===== config.mk =====
export PLATFORM = sky130hd
export DESIGN_NAME = packed_data_buffer
export DESIGN_NICKNAME = d
export VERILOG_FILES = /design/src/rtl/hbuf_pkg.sv /design/src/rtl/hbuf_order.sv /design/src/rtl/hbuf_lanes.sv /design/src/rtl/hbuf_flags.sv /design/src/rtl/packed_data_buffer.sv
export SDC_FILE = /design/constraint.sdc
export NUM_CORES = 1
export LEC_CHECK = 0
export BUFFER_PORTS_ARGS = -buffer_cell sky130_fd_sc_hd__buf_2
export CAP_MARGIN = 20
export CORE_AREA = 2 2 110 80
export DETAILED_ROUTE_END_ITERATION = 16
export DIE_AREA = 0 0 112 82
export PLACE_DENSITY_LB_ADDON = 0.2
export SYNTH_ARGS = -nofsm -noshare
export SYNTH_HDL_FRONTEND = slang
export SYNTH_SLANG_ARGS = --single-unit

===== constraint.sdc =====
create_clock -name clk -period 6.3 [get_ports clk]
set_input_delay 0.63 -clock clk [delete_from_list [all_inputs] [get_ports clk]]
set_output_delay 0.63 -clock clk [all_outputs]
set_load 0.03 [all_outputs]

===== src/rtl/hbuf_pkg.sv =====
package hbuf_pkg;
  typedef enum logic [2:0] {
    OP_IDLE = 3'd0,
    OP_RX   = 3'd1,
    OP_TX   = 3'd2,
    OP_WR2  = 3'd3,
    OP_WR1  = 3'd4,
    OP_RD   = 3'd5
  } hbuf_op_e;
endpackage


===== src/rtl/hbuf_order.sv =====
module hbuf_order #(
  parameter int BW = 8
) (
  input  logic          be,
  input  logic [2*BW-1:0] wdata,
  input  logic [BW-1:0] lane0,
  input  logic [BW-1:0] lane1,
  output logic [BW-1:0] wr_l1,
  output logic [BW-1:0] wr_l0,
  output logic [2*BW-1:0] rd_word
);
  assign wr_l1   = be ? wdata[2*BW-1:BW] : wdata[BW-1:0];
  assign wr_l0   = be ? wdata[BW-1:0]    : wdata[2*BW-1:BW];
  assign rd_word = be ? {lane0, lane1}   : {lane1, lane0};
endmodule


===== src/rtl/hbuf_lanes.sv =====
module hbuf_lanes import hbuf_pkg::*; #(
  parameter int LANES = 4,
  parameter int BW    = 8,
  localparam int CW   = $clog2(LANES + 1)
) (
  input  logic            clk,
  input  logic            rst,
  input  hbuf_op_e        op,
  input  logic [BW-1:0]   wr_l1,
  input  logic [BW-1:0]   wr_l0,
  input  logic [BW-1:0]   wr_b,
  input  logic [BW-1:0]   rx_byte,
  input  logic [2*BW-1:0] rd_word,
  output logic [BW-1:0]   lane0,
  output logic [BW-1:0]   lane1,
  output logic [CW-1:0]   cnt,
  output logic [BW-1:0]   tx_q,
  output logic [2*BW-1:0] rd_q
);
  localparam logic [CW-1:0] FULL = CW'(LANES);
  localparam logic [CW-1:0] ROOM2 = CW'(LANES - 2);

  logic [BW-1:0] mem [LANES];

  assign lane0 = mem[0];
  assign lane1 = mem[1];

  always_ff @(posedge clk) begin
    if (rst) begin
      for (int i = 0; i < LANES; i++) mem[i] <= '0;
      cnt  <= '0;
      tx_q <= '0;
      rd_q <= '0;
    end else begin
      case (op)
        OP_RX: begin
          if (cnt != FULL) begin
            for (int i = 0; i < LANES; i++)
              if (CW'(i) == cnt) mem[i] <= rx_byte;
            cnt <= cnt + 1'b1;
          end
        end
        OP_TX: begin
          if (cnt != '0) begin
            for (int i = 0; i < LANES; i++)
              if (CW'(i) == cnt - 1'b1) begin
                tx_q   <= mem[i];
                mem[i] <= '0;
              end
            cnt <= cnt - 1'b1;
          end else begin
            tx_q <= '0;
          end
        end
        OP_WR2: begin
          if (cnt <= ROOM2) begin
            for (int i = 2; i < LANES; i++) mem[i] <= mem[i-2];
            mem[1] <= wr_l1;
            mem[0] <= wr_l0;
            cnt    <= cnt + CW'(2);
          end
        end
        OP_WR1: begin
          if (cnt != FULL) begin
            for (int i = 1; i < LANES; i++) mem[i] <= mem[i-1];
            mem[0] <= wr_b;
            cnt    <= cnt + 1'b1;
          end
        end
        OP_RD: begin
          rd_q <= rd_word;
          if (cnt >= CW'(2)) begin
            for (int i = 0; i < LANES - 2; i++) mem[i] <= mem[i+2];
            mem[LANES-2] <= '0;
            mem[LANES-1] <= '0;
            cnt <= cnt - CW'(2);
          end else begin
            mem[0] <= '0;
            cnt    <= '0;
          end
        end
        default: ;
      endcase
    end
  end

  p_cnt_bound_r3: assert property (@(posedge clk) disable iff (rst)
    cnt <= FULL);
  p_rx_full_hold_r3: assert property (@(posedge clk) disable iff (rst)
    (op == OP_RX && cnt == FULL) |=> (cnt == FULL && $stable(lane0)));
  p_tx_dec_r4: assert property (@(posedge clk) disable iff (rst)
    (op == OP_TX && cnt != '0) |=> (cnt == $past(cnt) - 1'b1));
  p_tx_empty_r5: assert property (@(posedge clk) disable iff (rst)
    (op == OP_TX && cnt == '0) |=> (cnt == '0 && tx_q == '0));
  p_wr2_noroom_r6: assert property (@(posedge clk) disable iff (rst)
    (op == OP_WR2 && cnt > ROOM2) |=> $stable(cnt));
  p_wr1_full_r7: assert property (@(posedge clk) disable iff (rst)
    (op == OP_WR1 && cnt == FULL) |=> $stable(cnt));

  for (genvar g = 0; g < LANES; g++) begin : g_idle_chk
    p_idle_lane_zero_r9: assert property (@(posedge clk) disable iff (rst)
      (CW'(g) >= cnt) |-> (mem[g] == '0));
  end
endmodule


===== src/rtl/hbuf_flags.sv =====
module hbuf_flags import hbuf_pkg::*; #(
  parameter int LANES = 4,
  localparam int CW   = $clog2(LANES + 1)
) (
  input  logic          clk,
  input  logic          rst,
  input  hbuf_op_e      op,
  input  logic [CW-1:0] cnt,
  output logic          xudf,
  output logic          rovr,
  output logic          sbd,
  output logic          rrdy,
  output logic          xrdy
);
  localparam logic [CW-1:0] FULL = CW'(LANES);

  always_ff @(posedge clk) begin
    if (rst) begin
      xudf <= 1'b0;
      rovr <= 1'b0;
      sbd  <= 1'b0;
      rrdy <= 1'b0;
      xrdy <= 1'b0;
    end else begin
      case (op)
        OP_RX: begin
          if (cnt == FULL) rovr <= 1'b1;
          else             rrdy <= 1'b1;
        end
        OP_TX: begin
          if (cnt == '0) xudf <= 1'b1;
          if (cnt <= CW'(1)) xrdy <= 1'b1;
        end
        OP_WR2, OP_WR1: begin
          xudf <= 1'b0;
          xrdy <= 1'b0;
        end
        OP_RD: begin
          rrdy <= 1'b0;
          rovr <= 1'b0;
          sbd  <= (cnt == CW'(1));
        end
        default: ;
      endcase
    end
  end

  p_rd_clears_r10: assert property (@(posedge clk) disable iff (rst)
    (op == OP_RD) |=> (!rrdy && !rovr));
  p_wr_clears_r10: assert property (@(posedge clk) disable iff (rst)
    (op == OP_WR2 || op == OP_WR1) |=> (!xudf && !xrdy));
  p_single_set_r9: assert property (@(posedge clk) disable iff (rst)
    (op == OP_RD && cnt == CW'(1)) |=> sbd);
  p_underflow_r5: assert property (@(posedge clk) disable iff (rst)
    (op == OP_TX && cnt == '0) |=> (xudf && xrdy));
endmodule


===== src/rtl/packed_data_buffer.sv =====
module packed_data_buffer import hbuf_pkg::*; #(
  parameter int LANES = 4,
  parameter int BW    = 8,
  localparam int CW   = $clog2(LANES + 1)
) (
  input  logic            clk,
  input  logic            rst,
  input  logic            be_mode,
  input  logic            host_wr,
  input  logic            host_byte,
  input  logic [2*BW-1:0] host_wdata,
  input  logic            host_rd,
  output logic [2*BW-1:0] host_rdata,
  input  logic            eng_rx_push,
  input  logic [BW-1:0]   eng_rx_data,
  input  logic            eng_tx_pop,
  output logic [BW-1:0]   eng_tx_data,
  output logic [CW-1:0]   fill_count,
  output logic            flag_underflow,
  output logic            flag_overrun,
  output logic            flag_single,
  output logic            flag_rx_ready,
  output logic            flag_tx_ready
);
  hbuf_op_e        op;
  logic [BW-1:0]   wr_l1, wr_l0, lane0, lane1;
  logic [2*BW-1:0] rd_word;

  // single operation per cycle, fixed priority
  always_comb begin
    if (eng_rx_push)     op = OP_RX;
    else if (eng_tx_pop) op = OP_TX;
    else if (host_wr)    op = host_byte ? OP_WR1 : OP_WR2;
    else if (host_rd)    op = OP_RD;
    else                 op = OP_IDLE;
  end

  hbuf_order #(.BW(BW)) u_order (
    .be(be_mode), .wdata(host_wdata), .lane0(lane0), .lane1(lane1),
    .wr_l1(wr_l1), .wr_l0(wr_l0), .rd_word(rd_word)
  );

  hbuf_lanes #(.LANES(LANES), .BW(BW)) u_lanes (
    .clk(clk), .rst(rst), .op(op), .wr_l1(wr_l1), .wr_l0(wr_l0),
    .wr_b(host_wdata[BW-1:0]), .rx_byte(eng_rx_data), .rd_word(rd_word),
    .lane0(lane0), .lane1(lane1), .cnt(fill_count), .tx_q(eng_tx_data),
    .rd_q(host_rdata)
  );

  hbuf_flags #(.LANES(LANES)) u_flags (
    .clk(clk), .rst(rst), .op(op), .cnt(fill_count),
    .xudf(flag_underflow), .rovr(flag_overrun), .sbd(flag_single),
    .rrdy(flag_rx_ready), .xrdy(flag_tx_ready)
  );
endmodule


==> impl_metrics.ini, run 1 <==
[clocking]
cts_resized = 0
cts_setup_buffers = 0
clk_latency_ns = 0.33
cts_tree = yes
clk_pin_slew_ns = 0.06
cts_max_level = 3
numCtsBuffers = 9
cts.sink_count = 64
cts_root_buf = clkbuf_16
clock_path_buffers = 2
postCtsHoldBufs = 0

[power_and_ir_drop]
total_power_mw = 1.28
peakVddDrop_mv = 0.159
p_per_area_nw_per_um2 = 280
leakagePower_nw = 1.95

[global_routing]
gr-usage-met2_pct = 31.3
grt_max_degree = 45
grt_overflow = 0
antenna_found_initial = 0
grt_pass1_wl_um = 17400
met1_usage_pct = 39.4
globalRoute.busiestLayer = met1
grtUsageMet3_pct = 7.82
grt.total_usage_pct = 24.9
grt_pass1_vias = 3050

[die]
die_h_um = 82
ioPinCount = 64
initial_utilization_pct = 48.3
die_area_um2 = 9180
coreArea_um2 = 8200
die_w_um = 112
rows = 28

[placement]
dp_hpwl_um = 8280
dp.cells = 552
post-place-ws_ns = 2.92
post_dp_cell_area_um2 = 4280
io_buffers = 63
place.gp.congestion = 0.959

[run]
cap_violations = 0

[sta]
finalHoldViolCount = 0
rsz0062_at_grt = false
skew_ns = 0.00714
fmax_mhz = 324
period_share_pct = 48.9
fin_crit_ns = 3.08
relSlewSlack_pct = 33.4
worstMarginPinSlew_ns = 0.990
final-setup-viol-count = 0
whs_ns = 0.462
finalWorstSetupSlack_ns = 3.22
finalSetupTns_ns = 0
drv_slew = 0

[synthesis]
ys_ff_latch = 64
syn_nets = 453
synth_warnings = 0
async_flop_share_pct = 0
avgSynthCellArea_um2 = 9.60
synth_cells = 412
yosysSeqAreaShare_pct = 40.5
synth.distinct_cells = 55
synth_edf_count = 32
synthesis.area_um2 = 3960
ys.flop_type = edfxtp_1

[hold_path]
hold_path_class = reg -> reg

[critical_path]
cp_max_fo = 44
critical_path_class = in -> reg
worstPathArrival_ns = 3.01
critPathCaptureType = flop
cp.required_ns = 6.23
cp-start-kind = input pin

[finish]
nets = 500
final_cell_area_um2 = 4570
drive_above_1_share_pct = 19.2
fin_util_pct = 55.7
fin_cells = 569
diodes = 0
syn_to_final_growth_pct = 15.4

[routing]
dr.first_iter.drc_count = 589
vias_per_cell = 6.17
vias = 3508
drtPass1Iterations = 5
drtAntennaViolNets = 0
drc = 0
routed_wl_um = 11100
wl_per_cell_um = 19.5

[status]
outcome = finished, final reports clean
## worst max-delay path, stage by stage
cell       delay (ns)
buf_2            0.66
clkinv_1         0.53
o211ai_1         0.51
o21a_1           0.25
o2111ai_1        0.42
## cell usage in the layout, fill, tap and decap left out, types with 2 or more instances in the layout
cell type,instances
a32o_1,2
and3_1,4
a221o_1,2
a21oi_1,20
o2111ai_1,4
clkbuf_8,2
a211oi_1,17
ha_1,9
inv_1,6
nor3_1,3
nand2b_1,3
a21o_1,18
buf_2,64
o22ai_1,7
buf_4,2
o31ai_1,2
nor4_1,2
o2bb2ai_1,17
nor3b_1,2
nand3_1,5
dfxtp_1,32
nand2_1,26
a221oi_1,3
o21a_1,2
clkbuf_16,9
o22a_1,5
clkinv_2,2
nor2_1,49
nor2b_1,4
mux2_2,3
clkbuf_1,2
edfxtp_1,32
mux2i_1,49
o21ai_0,15
a22oi_1,10
a22o_1,8
## metal layers
layer | share of wire (%) | vias to the layer above
met5 | 0 | -
li1 | - | 1673
met1 | 50 | 1616
met2 | 37 | 208
met4 | 1.0 | 0
met3 | 12 | 11
## flip-flops by register name, indices dropped and copies added (netlist names)
signal / count
u_flags.rovr: 1
u_flags.rrdy: 1
u_flags.sbd: 1
u_flags.xrdy: 1
u_flags.xudf: 1
u_lanes.cnt: 3
u_lanes.mem: 32
u_lanes.rd_q: 16
u_lanes.tx_q: 8
## cell usage after synthesis, types with 2 or more instances
library cell | number | share of area (%)
a211oi_1 | 17 | 3.2
a21o_1 | 18 | 3.4
a21oi_1 | 20 | 2.5
a221o_1 | 2 | 0.51
a221oi_1 | 3 | 0.66
a22o_1 | 8 | 1.8
a22oi_1 | 10 | 1.9
a32o_1 | 2 | 0.51
and3_1 | 4 | 0.63
buf_1 | 2 | 0.19
buf_2 | 3 | 0.38
buf_6 | 3 | 0.85
clkbuf_1 | 21 | 2.0
dfxtp_1 | 32 | 16
edfxtp_1 | 32 | 24
ha_1 | 9 | 2.8
inv_1 | 6 | 0.57
mux2_2 | 3 | 0.85
mux2i_1 | 49 | 12
nand2_1 | 26 | 2.5
nand2b_1 | 3 | 0.47
nand3_1 | 5 | 0.63
nor2_1 | 49 | 4.6
nor2b_1 | 4 | 0.63
nor3_1 | 3 | 0.38
nor3b_1 | 2 | 0.38
nor4_1 | 3 | 0.47
o2111ai_1 | 4 | 0.89
o21a_1 | 2 | 0.38
o21ai_0 | 15 | 1.9
o22a_1 | 5 | 1.1
o22ai_1 | 7 | 1.1
o2bb2ai_1 | 17 | 3.8
o31ai_1 | 2 | 0.38
## logic make-up after synthesis
kind of cell             after synthesis  share of synthesized area [%]
AND/OR/NAND/NOR                      107                           12.6
multiplexers                          52                           13.3
XOR/XNOR                               1                          0.221
adder cells (fa/ha/maj)                9                           2.85
AO/OA/AOI/OAI                        142                           26.4
buffers and inverters                 37                           4.21
flip-flops                            64                           40.5
## path summary, 6_finish.rpt
kind	startpoint	end	slack, ns	cells past startpoint
setup / recovery	rst	u_lanes.mem[0][4]	3.22	5
hold / removal	u_flags.sbd	u_flags.sbd	0.46	2
hold reg to reg	u_flags.sbd	u_flags.sbd	0.46	2
setup reg to reg	u_lanes.cnt[0]	u_lanes.mem[0][9]	3.22	7
## report_power, final
| group | internal [mW] | leakage (nW) | switching, mW |
|---|---|---|---|
| registers | 0.485 | 0.597 | 0.0546 |
| clock network | 0.287 | 0.140 | 0.178 |
| logic | 0.101 | 1.21 | 0.173 |
## area by class of cell
cell class	instances	area, µm²
well taps	105	131
inverters	7	26.3
repair buffers	66	335
multi-input cells	311	2190
clock inverters	3	16.3
clock buffers	13	260
flip-flops and latches	64	1600
fillers	778	3630
Power figures use the tool's default switching activity.
==> run 2, diff against run 1 <==
ABC_AREA = 1   (was default)
CORE_AREA = 2 2 115 84   (was 2 2 110 80)
DIE_AREA = 0 0 117 86   (was 0 0 112 82)
clock period = 3.2 ns   (was 6.3 ns; I/O delays follow)
==> run 2 against run 1 <==
Worst setup slack got worse by 2.9 ns; sequential power rose by 140%; first-iteration DRC count is 3.2% higher; critical endpoint is now u_lanes.mem[1][15]; critical path depth grew 5; via count is 29% higher; synthesized cell count increased by 53%; hold slack got worse by 0.14 ns; cell area up 11%; critical path type is now reg -> reg; sequential share of layout area down 3.4 points.
==> impl_metrics.ini, run 2 <==
[routing]
drtAntennaViolNets = 0
drtPass1Iterations = 5
vias_per_cell = 5.57
drc = 0
wl_per_cell_um = 15.8
routed_wl_um = 12800
dr.first_iter.drc_count = 608
vias = 4522

[power_and_ir_drop]
p_int_mw = 2.16
p_per_area_nw_per_um2 = 722
peakVddDrop_mv = 0.269
switching_power_mw = 1.48
seq_power_share_pct = 34.8
p_sw_share_pct = 40.7
p_clk_share_pct = 29.8
combPwrFrac_pct = 35.5
leakagePower_nw = 2.43

[synthesis]
synth_cells = 631
synth_common_cells = nand2_1 (208), nand3_1 (65), nor2_1 (54)
synth_warnings = 0
avgSynthCellArea_um2 = 6.90
synth_edf_count = 32
syn_nets = 672
yosys-top-cells-area = edfxtp_1 (22%), nand2_1 (18%), dfxtp_1 (15%), nand3_1 (7.5%), a21oi_1 (5.3%)
async_flop_share_pct = 0
yosys.area.top_type = edfxtp_1
yosysMostFrequentCell = nand2_1
ys_ff_latch = 64
yosys.area.top_type_share_pct = 22.1
yosysSeqAreaShare_pct = 36.8
ys.flop_type = edfxtp_1
synthesis.area_um2 = 4360
synth.distinct_cells = 36

[die]
die_w_um = 117
initial_utilization_pct = 49.0
ioPinCount = 64
coreArea_um2 = 8890
rows = 29
die_area_um2 = 10100
die_h_um = 86

[placement]
post_dp_cell_area_um2 = 4700
place.gp.congestion = 0.963
dp.cells = 796
io_buffers = 63
dp_hpwl_um = 9630

[clocking]
cts.sink_count = 64
numCtsBuffers = 9
postCtsHoldBufs = 0
cts_setup_buffers = 0
cts_resized = 0
clock_path_buffers = 2
clk_pin_slew_ns = 0.06
cts_tree = yes
clk_latency_ns = 0.33
cts_root_buf = clkbuf_16
cts_max_level = 3

[global_routing]
grt_pass1_wl_um = 20300
grt_overflow = 0
grt_max_degree = 58
antenna_found_initial = 0
grt.total_usage_pct = 26.5
grt_pass1_vias = 3933

[finish]
seq_area_um2 = 1600
regMostFlops = u_lanes.mem
n_fill_cell = 849
final_cell_area_um2 = 5050
drive_above_1_share_pct = 17.6
fin_util_pct = 56.8
multi_input_area_um2 = 2380
nets = 724
largest_reg_flops = 32
fin_cells = 812
reg.largest.list = u_lanes.mem (32), u_lanes.rd_q (16), u_lanes.tx_q (8)
layout_common_cells = nand2_1 (208), nand3_1 (65), buf_2 (63)
diodes = 0
syn_to_final_growth_pct = 15.9
final_common_cell = nand2_1

[sta]
finalHoldViolCount = 0
final-setup-viol-count = 0
rsz0062_at_grt = false
finalSetupTns_ns = 0
period_share_pct = 91.0
fin_crit_ns = 2.91
fmax_mhz = 343
skew_ns = 0.0112
relSlewSlack_pct = 38.1
drv_slew = 0
worstMarginPinSlew_ns = 0.929

[critical_path]
critPathCaptureType = flop
critical_path_class = reg -> reg
worstPathArrival_ns = 2.86
cp_max_fo = 17
rr_endpoint = u_lanes.mem[1][15]
cp.required_ns = 3.14
worst-r2r-setup-slack_ns = 0.29
cp-start-kind = flop
reg2reg_from = u_lanes.cnt[1]
rr_worst_depth = 10

[hold_path]
worstHoldEndpoint = u_flags.rovr
hold_depth = 3
hold_path_class = in -> reg
min-delay-start = eng_rx_push

[run]
cap_violations = 0

[status]
outcome = finished, final reports clean
run 2: changes by cell type after synthesis, sizes merged, moves of 10 or more:
cell     previous run  this run
mux2i              49         7
nand4               1        16
nand3               5        72
o21ai              16        30
a211oi             18         1
a21o               18         0
nor2               49        59
inv                 6        60
a21oi              21        48
nand2              26       219
clkbuf             22        11
o2bb2ai            17         0
run 2: kinds of logic after synthesis:
group,count (synthesis),share of synthesized area [%]
muxes,7,1.61
adders and majority gates,9,2.58
and+or+nand+nor,374,38.9
AOI/OAI and AO/OA,91,11.6
buffers and inverters,86,8.53
DFF,64,36.8
run 2: worst max path at each step:
stage	from	end	slack [ns]	depth (start not counted)
2_1_floorplan	u_lanes.cnt[1]	u_lanes.mem[1][10]	0.71	11
6_report	u_lanes.cnt[1]	u_lanes.mem[1][15]	0.29	10
3_3_place_gp	u_lanes.cnt[1]	u_lanes.mem[1][14]	0.49	10
3_5_place_dp	u_lanes.cnt[1]	u_lanes.mem[1][15]	0.35	10
5_1_grt	u_lanes.cnt[1]	u_lanes.mem[1][9]	0.08	10
4_1_cts	u_lanes.cnt[1]	u_lanes.mem[1][15]	0.32	10
run 2: layout make-up:
class / instances / share of cell area, %
multi-input combinational: 481 / 47.2
sequential: 64 / 31.7
timing repair buffer: 65 / 6.54
clock buffer: 13 / 6.44
inverter: 62 / 4.61
tap: 124 / 3.07
clock inverter: 3 / 0.446
run 2: critical path: stages (launching register included):
cell and delay [ns]:
dfxtp_1 0.48, inv_1 0.19, ha_1 0.28, inv_2 0.07
nand2_2 0.07, nand3_2 0.27, inv_2 0.06, nand2_1 0.12
nand2_2 0.22, inv_2 0.31, o2111ai_1 0.44
run 2: per-layer routing:
layer	global-route usage, %	up-vias	routed length (µm)
met5	0	-	0
met4	5.67	0	169
met3	6.43	24	1580
met2	37.8	289	5080
met1	40.3	2016	6010
li1	-	2193	-
run 2: metrics by stage:
step	hold WS [ns]	power [mW]	setup WS, ns
floorplan	0.483	2.16	0.711
finish	0.324	3.64	0.287
CTS	0.317	3.61	0.325
global placement	0.447	2.50	0.493
global route	0.358	3.85	0.0807
detailed placement	0.446	2.52	0.348
run 2: power groups by stage:
stage	combinational [mW]	sequential [mW]	clock, mW
floorplan	0.892	1.27	0
global placement	1.24	1.26	0
detailed placement	1.25	1.27	0
CTS	1.27	1.25	1.10
global route	1.44	1.28	1.14
finish	1.29	1.27	1.08
==> run 3, diff against run 2 <==
ABC_AREA = default   (was 1)
CORE_AREA = 2 2 110 80   (was 2 2 115 84)
DIE_AREA = 0 0 112 82   (was 0 0 117 86)
==> run 3 against run 2 <==
Fmax increased by 5.9%; sequential cell count is the same; die area is 8.7% lower; register-to-register slack better by 0.16 ns; critical path depth shrank 4; clock power fell by 12%; combinational power shrank 57%; non-clock buffer count increased by 11.
==> impl_metrics.ini, run 3 (same netlist as run 1, synthesis figures left out) <==
[sta]
fin_crit_ns = 2.75
finalHoldViolCount = 0
fmax_mhz = 364
rsz0062_at_grt = false
finalSetupTns_ns = 0
drv_slew = 0
period_share_pct = 85.9
worstMarginPinSlew_ns = 0.890
finalWorstSetupSlack_ns = 0.450
final-setup-viol-count = 0
skew_ns = 0.00631
relSlewSlack_pct = 40.7

[global_routing]
grt_pass1_wl_um = 17500
grt_overflow = 0
antenna_found_initial = 0
grt_max_degree = 36
grt.total_usage_pct = 24.9
grt_pass1_vias = 3110

[routing]
dr.first_iter.drc_count = 603
drtAntennaViolNets = 0
vias_per_cell = 6.19
vias = 3586
routed_wl_um = 11300
drc = 0
drtPass1Iterations = 5
wl_per_cell_um = 19.4

[critical_path]
worstPathArrival_ns = 2.73
cp-start-kind = flop
critPathCaptureType = flop
crit_family = compound AO/OA/AOI/OAI gates
critical_path_class = reg -> reg
cp_max_fo = 13
path_buf_inv = 1
cp.required_ns = 3.18
critical-path-slowest-cell = dfxtp_1
crit_chain = inv_1 -> ha_1 -> o21ai_1 -> a21o_1 -> a32o_1 -> nand3_1
slowest_delay_ns = 0.56

[finish]
regMostFlops = u_lanes.mem
seq_area_um2 = 1600
layout_common_cells = buf_2 (63), mux2i_1 (49), nor2_1 (49)
fin_util_pct = 56.8
diodes = 0
final_common_cell = buf_2
multi_input_area_um2 = 2190
syn_to_final_growth_pct = 17.8
reg.largest.list = u_lanes.mem (32), u_lanes.rd_q (16), u_lanes.tx_q (8)
n_fill_cell = 744
nets = 510
drive_above_1_share_pct = 21.1
largest_reg_flops = 32

[clocking]
cts_resized = 0
cts_max_level = 3
cts_root_buf = clkbuf_16
clk_latency_ns = 0.33
cts_setup_buffers = 0
clk_pin_slew_ns = 0.06
cts_tree = yes
cts.sink_count = 64
postCtsHoldBufs = 0
numCtsBuffers = 9
clock_path_buffers = 2

[status]
outcome = finished, final reports clean

[placement]
io_buffers = 63
place.gp.congestion = 0.961
post-place-ws_ns = 0.559
dp_hpwl_um = 8550

[power_and_ir_drop]
leakagePower_nw = 2.00
peakVddDrop_mv = 0.359
p_per_area_nw_per_um2 = 550

[run]
cap_violations = 0

[die]
coreArea_um2 = 8200
initial_utilization_pct = 48.3
die_h_um = 82
ioPinCount = 64
die_w_um = 112
die_area_um2 = 9180
rows = 28

[hold_path]
hold_path_class = in -> reg
[run 3: final timing paths]
| path | to | cells past startpoint | slack (ns) | from |
|---|---|---|---|---|
| worst max-delay path | u_lanes.mem[1][8] | 6 | 0.45 | u_lanes.cnt[2] |
| worst min-delay path | u_lanes.mem[0][3] | 2 | 0.32 | host_wdata[3] |
| worst max register to register | u_lanes.mem[1][8] | 6 | 0.45 | u_lanes.cnt[2] |
| worst min register to register | u_flags.xrdy | 2 | 0.47 | u_flags.xrdy |
[run 3: power by group]
| group | internal (mW) | switching, mW | total [mW] |
|---|---|---|---|
| sequential | 0.954 | 0.105 | 1.06 |
| combinational | 0.211 | 0.343 | 0.554 |
| clock | 0.591 | 0.357 | 0.949 |
[run 3: area by class of cell]
class                      instances  share of cell area [%]
multi-input combinational        311                    47.1
sequential                        64                    34.4
timing repair buffer              76                    8.86
clock buffer                      12                    5.75
tap                              105                    2.82
inverter                           7                   0.564
clock inverter                     4                   0.537
[run 3: metal layers]
| metal | global-route usage (%) | up-vias | wire, µm |
|---|---|---|---|
| met2 | 32.9 | 236 | 4170 |
| met5 | 0 | - | 0 |
| met4 | 5.49 | 0 | 104 |
| met3 | 7.38 | 13 | 1430 |
| li1 | - | 1693 | - |
| met1 | 39.2 | 1644 | 5550 |
[run 3: per-stage QoR]
step	total power, mW	hold slack (ns)	cell area (µm²)	instances
5_1_grt	2.66	0.346	4660	579
3_3_place_gp	1.61	0.459	4370	563
4_1_cts	2.55	0.318	4660	579
2_1_floorplan	1.42	0.506	3960	412
6_report	2.56	0.322	4660	579
3_5_place_dp	1.61	0.466	4370	563
